$ cat src/rtl/pcm_tx_pkg.sv
package pcm_tx_pkg;
  // Positions of the sampled control pins inside the synchroniser vector
  localparam int PIN_DCLK  = 0;
  localparam int PIN_TEN   = 1;
  localparam int PIN_SYNC  = 2;
  localparam int PIN_COUNT = 3;
endpackage

$ cat src/rtl/pcm_tx_sync.sv
module pcm_tx_sync #(
  parameter int WIDTH  = 3,
  parameter int STAGES = 2
) (
  input  logic             clk,
  input  logic             rst_n,
  input  logic [WIDTH-1:0] raw_i,
  output logic [WIDTH-1:0] lvl_o,
  output logic [WIDTH-1:0] prev_o
);
  // One flop chain per pin, plus one extra flop holding the previous level
  for (genvar i = 0; i < WIDTH; i++) begin : g_pin
    logic [STAGES-1:0] chain;
    logic              last;
    always_ff @(posedge clk) begin
      if (!rst_n) begin
        chain <= '0;
        last  <= 1'b0;
      end else begin
        chain <= {chain[STAGES-2:0], raw_i[i]};
        last  <= chain[STAGES-1];
      end
    end
    assign lvl_o[i]  = chain[STAGES-1];
    assign prev_o[i] = last;
  end
endmodule

$ cat src/rtl/pcm_tx_strobe.sv
module pcm_tx_strobe (
  input  logic clk,
  input  logic rst_n,
  input  logic ten_rise_i,
  input  logic sync_rise_i,
  output logic fire_o,
  output logic strobe_o
);
  logic armed;

  // A sync rise in the same cycle as the enable rise counts as armed
  assign fire_o = ten_rise_i & (armed | sync_rise_i);

  always_ff @(posedge clk) begin
    if (!rst_n) begin
      armed    <= 1'b0;
      strobe_o <= 1'b0;
    end else begin
      strobe_o <= fire_o;
      if (fire_o)
        armed <= 1'b0;
      else if (sync_rise_i)
        armed <= 1'b1;
    end
  end
endmodule

$ cat src/rtl/pcm_tx_shreg.sv
module pcm_tx_shreg #(
  parameter int WIDTH = 8
) (
  input  logic             clk,
  input  logic             rst_n,
  input  logic             load_i,
  input  logic             shift_i,
  input  logic [WIDTH-1:0] din_i,
  output logic             msb_o
);
  logic [WIDTH-1:0] sreg;

  // The loaded word wins over a shift that lands in the same cycle
  always_ff @(posedge clk) begin
    if (!rst_n)
      sreg <= '0;
    else if (load_i)
      sreg <= din_i;
    else if (shift_i)
      sreg <= {sreg[WIDTH-2:0], sreg[WIDTH-1]};
  end

  assign msb_o = sreg[WIDTH-1];
endmodule

$ cat src/rtl/pcm_tx_port.sv
module pcm_tx_port
  import pcm_tx_pkg::*;
#(
  parameter int WORD_W      = 8,
  parameter int SYNC_STAGES = 2
) (
  input  logic              clk,
  input  logic              rst_n,
  input  logic              dclk_i,
  input  logic              ten_i,
  input  logic              sync_i,
  input  logic [WORD_W-1:0] pcm_word_i,
  output logic              sdo_o,
  output logic              sdo_oe_o,
  output logic              conv_strobe_o
);
  logic [PIN_COUNT-1:0] pin_raw, pin_lvl, pin_prev, pin_rise;
  logic fire, shift_en, oe_q;

  assign pin_raw[PIN_DCLK] = dclk_i;
  assign pin_raw[PIN_TEN]  = ten_i;
  assign pin_raw[PIN_SYNC] = sync_i;

  pcm_tx_sync #(.WIDTH(PIN_COUNT), .STAGES(SYNC_STAGES)) u_sync (
    .clk    (clk),
    .rst_n  (rst_n),
    .raw_i  (pin_raw),
    .lvl_o  (pin_lvl),
    .prev_o (pin_prev)
  );

  assign pin_rise = pin_lvl & ~pin_prev;

  // A bit advances only when a data-clock rise meets a high enable
  assign shift_en = pin_rise[PIN_DCLK] & pin_lvl[PIN_TEN];

  pcm_tx_strobe u_strobe (
    .clk         (clk),
    .rst_n       (rst_n),
    .ten_rise_i  (pin_rise[PIN_TEN]),
    .sync_rise_i (pin_rise[PIN_SYNC]),
    .fire_o      (fire),
    .strobe_o    (conv_strobe_o)
  );

  pcm_tx_shreg #(.WIDTH(WORD_W)) u_shreg (
    .clk     (clk),
    .rst_n   (rst_n),
    .load_i  (fire),
    .shift_i (shift_en),
    .din_i   (pcm_word_i),
    .msb_o   (sdo_o)
  );

  always_ff @(posedge clk) begin
    if (!rst_n) oe_q <= 1'b0;
    else        oe_q <= pin_lvl[PIN_TEN];
  end
  assign sdo_oe_o = oe_q;
endmodule

$ cat config.mk
export PLATFORM = sky130hd
export DESIGN_NAME = pcm_tx_port
export DESIGN_NICKNAME = d
export VERILOG_FILES = /design/src/rtl/pcm_tx_pkg.sv /design/src/rtl/pcm_tx_sync.sv /design/src/rtl/pcm_tx_strobe.sv /design/src/rtl/pcm_tx_shreg.sv /design/src/rtl/pcm_tx_port.sv
export SDC_FILE = /design/constraint.sdc
export NUM_CORES = 1
export LEC_CHECK = 0
export CAP_MARGIN = 20
export CORE_ASPECT_RATIO = 2
export CORE_MARGIN = 5
export CORE_UTILIZATION = 25
export CTS_CLUSTER_DIAMETER = 50
export DETAILED_ROUTE_END_ITERATION = 16
export PLACE_DENSITY = 0.54
export SYNTH_ARGS = -nofsm -noshare
export SYNTH_HDL_FRONTEND = slang
export SYNTH_SLANG_ARGS = --single-unit
$ cat constraint.sdc
create_clock -name clk -period 1.1 [get_ports clk]
set_input_delay 0.22 -clock clk [delete_from_list [all_inputs] [get_ports clk]]
set_output_delay 0.22 -clock clk [all_outputs]
set_load 0.05 [all_outputs]
# == Yosys cells after proc, flatten, opt, wreduce, memory -nomap -nowiden ==
# Index checks and enable logic that the tools add are counted.
# op_classes
mux,2
bitwise,6
n_reduce_logical,2
# ops
op,count
2-to-1 mux 8 bit,2
AND 3 bit,1
NOT 3 bit,1
AND 1 bit,2
nonzero test 2 bit,1
OR reduction 2 bit,1
NOT 1 bit,1
bitwise OR 1 bit,1
# word_totals
ff_bits,19
elab_cells,19

# == Depth between registers and ports, before layout ==
# logic_depth
word_depth,5
depth_mapped,5
ltp_nobuf,3

# == By module ==
# Synthesis repeated with hierarchy kept, for this count alone.
# hier_totals
hier_cells,70
hier_area_um2,834.6
# by_module_without_submodules
mod,n_inst,cells_per_inst,area_each_um2,seq_area_each_um2
pcm_tx_shreg,1,35,440.4,160.2
pcm_tx_sync,1,24,281.5,180.2
pcm_tx_strobe,1,6,65.1,40.0
pcm_tx_port,1,5,47.5,20.0

# == Worst setup path before layout ==
# OpenSTA, ideal clock, no wires.
# synth_path
path_kind,reg2reg
start,register u_sync.g_pin[1].last
end,register u_shreg.sreg[7]
setup_ns,0.086
arrival_time_ns,1.262
path_slack_ns,-0.247
path_stages_with_launch,6
n_path_buf,2
synth_period_minus_slack_ns,1.347
cell_sequence,dfxtp_1 nand2b_1 buf_4 a21o_1 buf_6 a211oi_1
# synth_between
elab_chain_cells,4
elab_cells_between_ends,5
# synth_lines
item,line,text
start: declaration,pcm_tx_sync.sv:14,logic last;
start signal: assignment,pcm_tx_sync.sv:21,last <= chain[STAGES-1];
NOT 3 bit *,pcm_tx_port.sv:32,assign pin_rise = pin_lvl & ~pin_prev;
AND 3 bit *,pcm_tx_port.sv:32,
AND 1 bit *,pcm_tx_strobe.sv:12,assign fire_o = ten_rise_i & (armed | sync_rise_i);
2-to-1 mux 8 bit or nonzero test 2 bit (tied branches),n/a,
end signal: assignment,pcm_tx_shreg.sv:18,sreg <= din_i;
end signal: assignment,pcm_tx_shreg.sv:20,"sreg <= {sreg[WIDTH-2:0], sreg[WIDTH-1]};"
end: declaration,pcm_tx_shreg.sv:11,logic [WIDTH-1:0] sreg;
# Every way passes the cells marked *; elsewhere a longest branch is shown, timed or not.
# A chain may end at the register's enable or synchronous reset.

==> impl_metrics.csv <==
group,metric,value,unit
finish,antenna_cells,0,
yosys,synth.area.top_cells,"dfxtp_1 (52%), a211oi_1 (16%), mux2i_1 (11%), and2_1 (6.8%), buf_6 (3.1%)",
yosys,seq_area_frac_synth,51.8,%
global_route,grt_max_degree,11,
yosys,synthCells,66,
sta,worst_pin_slew,0.391,ns
power_and_ir_drop,internal-power,1040,µW
global_route,grt.total_usage,7.00,%
setup_path,worstRegToRegCells,4,
power_and_ir_drop,peakVddDrop,0.862,mV
yosys,syn_nets,79,
power_and_ir_drop,p_sw,260,µW
cts,clk_latency,0.25,ns
cts,cts-buffers-inserted,3,
floorplan,die_w,48.3,µm
yosys,synth_top_area_share,51.8,%
yosys,synthArstFlopShare,0,%
global_route,grt_pass1_vias,512,
floorplan,die_h,86.7,µm
power_and_ir_drop,clkPwrFrac,35.0,%
sta,grt_setup_unrepaired,"yes",
cts,clockBufferDepth,2,
yosys,syn_avg_cell_area,11.1,µm²
place,dp_hpwl,1130,µm
cts,cts_tree,"yes",
cts,clock-sinks,19,
sta,fin_crit,1.07,ns
power_and_ir_drop,power.density,1230,nW/µm²
place,portBuffers,15,
floorplan,pin_count,16,
power_and_ir_drop,sw_frac_of_total,20.1,%
yosys,ys_seq_elements,19,
cts,htree_levels,1,
route,first_pass_iters,5,
status,status,"finished, final reports clean",
setup_path,crit_fanout,2,
run,maxCapViolations,0,
route,ant_nets,0,
yosys,synth.top_cells.by_count,"dfxtp_1 (19), a211oi_1 (16), and2_1 (8), mux2i_1 (8), buf_6 (2)",
sta,final.setup_skew,0.00406,ns
route,drc,0,
finish,drive_above_1_share,32.5,%
route,wl,1310,µm
sta,hold_viol_final,0,
yosys,yosys_warnings,0,
route,wire_per_inst,11.6,µm
sta,setup_viol,0,
sta,slew_headroom,73.9,%
floorplan,rows,28,
sta,fin_crit_sh,97.5,%
cts,cts_root_buf,"clkbuf_8",
setup_path,arrival,0.85,ns
sta,fin_ws,0.0272,ns
global_route,grt_pass1_wl,2360,µm
yosys,syn-cell-area,734,µm²
route,drtIter0Drc,9,
floorplan,core_region_area,2910,µm²
setup_path,crit_path_start,"u_sync.g_pin[1].last$_SDFF_PN0_",
setup_path,required,0.88,ns
floorplan,start_util,25.3,%
setup_path,critPathKind,"reg2out",
setup_path,setup.worst_path.start_class,"flop",
setup_path,critPathCaptureType,"primary output",
finish,final_nets,97,
route,dr_total_vias,522,
route,via_per_inst,4.62,
yosys,yosysTopAreaCell,"dfxtp_1",
global_route,grt_antenna_before_repair,0,
setup_path,r2r_setup_slack,0.03,ns
yosys,ys.flop_type,"dfxtp_1",
yosys,synth.most_common_cell,"dfxtp_1",
power_and_ir_drop,p_leak,0.000402,µW
yosys,ys_types,18,
sta,fmax,932,MHz
setup_path,worstSetupEndpoint,"sdo_oe_o",
place,place_ws,-0.0677,ns
cts,path_clk_slew,0.06,ns
floorplan,dieArea,4190,µm²
setup_path,worstReg2RegEnd,"u_shreg.sreg[4]$_SDFFE_PN0P_",
yosys,synth_edf_count,0,
sta,slew_violations,0,
place,gp_congestion,0.676,
sta,tns,0,ns
power_and_ir_drop,share_comb_of_total_power,9.6,%
finish,areaGrowthSynthToFinish,43.8,%
worst_hold_path,hp-class,"reg2reg",
global_route,grt_overflow,0,
power_and_ir_drop,p_seq_share,55.4,%
setup_path,r2r_start,"u_sync.g_pin[1].chain[1]$_SDFF_PN0_",
==> worst max-delay path, cell delays in order, from the launching register on <==
cell	delay (ns)
dfxtp_4	0.34
buf_4	0.13
buf_12	0.14
==> cell families after synthesis <==
| group | synth area share [%] |
|---|---|
| flops | 51.8 |
| compound gates | 18.1 |
| buf+inv | 6.64 |
| simple gates | 12.6 |
| mux | 10.9 |
==> power groups by stage <==
stage,registers (µW),clock network (µW),logic [µW]
floorplan,739,0,58.8
global placement,734,0,122
detailed placement,736,0,123
CTS,721,467,124
global route,722,510,134
finish,719,454,124
==> layer usage <==
layer,track usage (%),vias up,share of wire (%)
li1,-,270,-
met1,6.24,234,34
met2,13.9,14,58
met3,1.38,4,5.8
met4,3.78,0,2.3
met5,0,-,0
==> state kept, by name, indices dropped and copies added (netlist names) <==
signal,flops
u_shreg.sreg,8
u_strobe.armed,1
u_strobe.strobe_o,1
u_sync.g_pin.chain,6
u_sync.g_pin.last,3
==> area by class of cell <==
| type | count | area, µm² |
|---|---|---|
| clock buffer | 4 | 45.0 |
| inverter | 2 | 10.0 |
| timing repair buffer | 18 | 206 |
| tap | 30 | 37.5 |
| fill | 303 | 1850 |
| sequential | 19 | 389 |
| multi-input combinational | 40 | 368 |
==> cells in the final DEF (no fill, tap or decap), types with 2 or more instances in the layout <==
master	synthesis	routed
dfxtp_4	0	2
dfxtp_1	19	16
buf_4	1	2
clkdlybuf4s50_1	0	12
nand2b_4	1	2
clkbuf_8	0	3
buf_12	0	3
a211oi_1	16	8
mux2i_1	8	6
a211oi_2	0	8
mux2i_2	0	2
and2_1	8	8
==> worst min path at each step <==
stage                                                    from                                  end  slack (ns)  depth (start not counted)
after floorplan                                        dclk_i  u_sync.g_pin[0].chain[0]$_SDFF_PN0_        0.35                          1
after global placement    u_sync.g_pin[1].chain[0]$_SDFF_PN0_  u_sync.g_pin[1].chain[1]$_SDFF_PN0_        0.41                          1
after detailed placement  u_sync.g_pin[1].chain[0]$_SDFF_PN0_  u_sync.g_pin[1].chain[1]$_SDFF_PN0_        0.43                          1
after CTS                 u_sync.g_pin[1].chain[0]$_SDFF_PN0_  u_sync.g_pin[1].chain[1]$_SDFF_PN0_        0.44                          1
after global routing      u_sync.g_pin[0].chain[0]$_SDFF_PN0_  u_sync.g_pin[0].chain[1]$_SDFF_PN0_        0.46                          1
final                     u_sync.g_pin[1].chain[0]$_SDFF_PN0_  u_sync.g_pin[1].chain[1]$_SDFF_PN0_        0.44                          1
==> metrics by stage <==
step | instance area [µm²] | hold WS, ns | utilization [%] | cells | power [µW]
finish | 1060 | 0.436 | 36.3 | 113 | 1300
global route | 1060 | 0.464 | 36.3 | 113 | 1370
CTS | 1040 | 0.441 | 35.7 | 113 | 1310
detailed placement | 987 | 0.426 | 34.0 | 109 | 859
global placement | 987 | 0.415 | 34.0 | 109 | 857
floorplan | 790 | 0.347 | - | 66 | 798
==> repair_timing <==
item                                    in CTS  in global routing
hold buffers                                 0                  0
resized for setup                            3                  5
setup buffers                                0                  0
pin swaps                                    0                  1
endpoints found under the hold margin        0                  0
endpoints found under the setup margin       8                  8
Note: power is estimated with default switching activity, not from simulation.
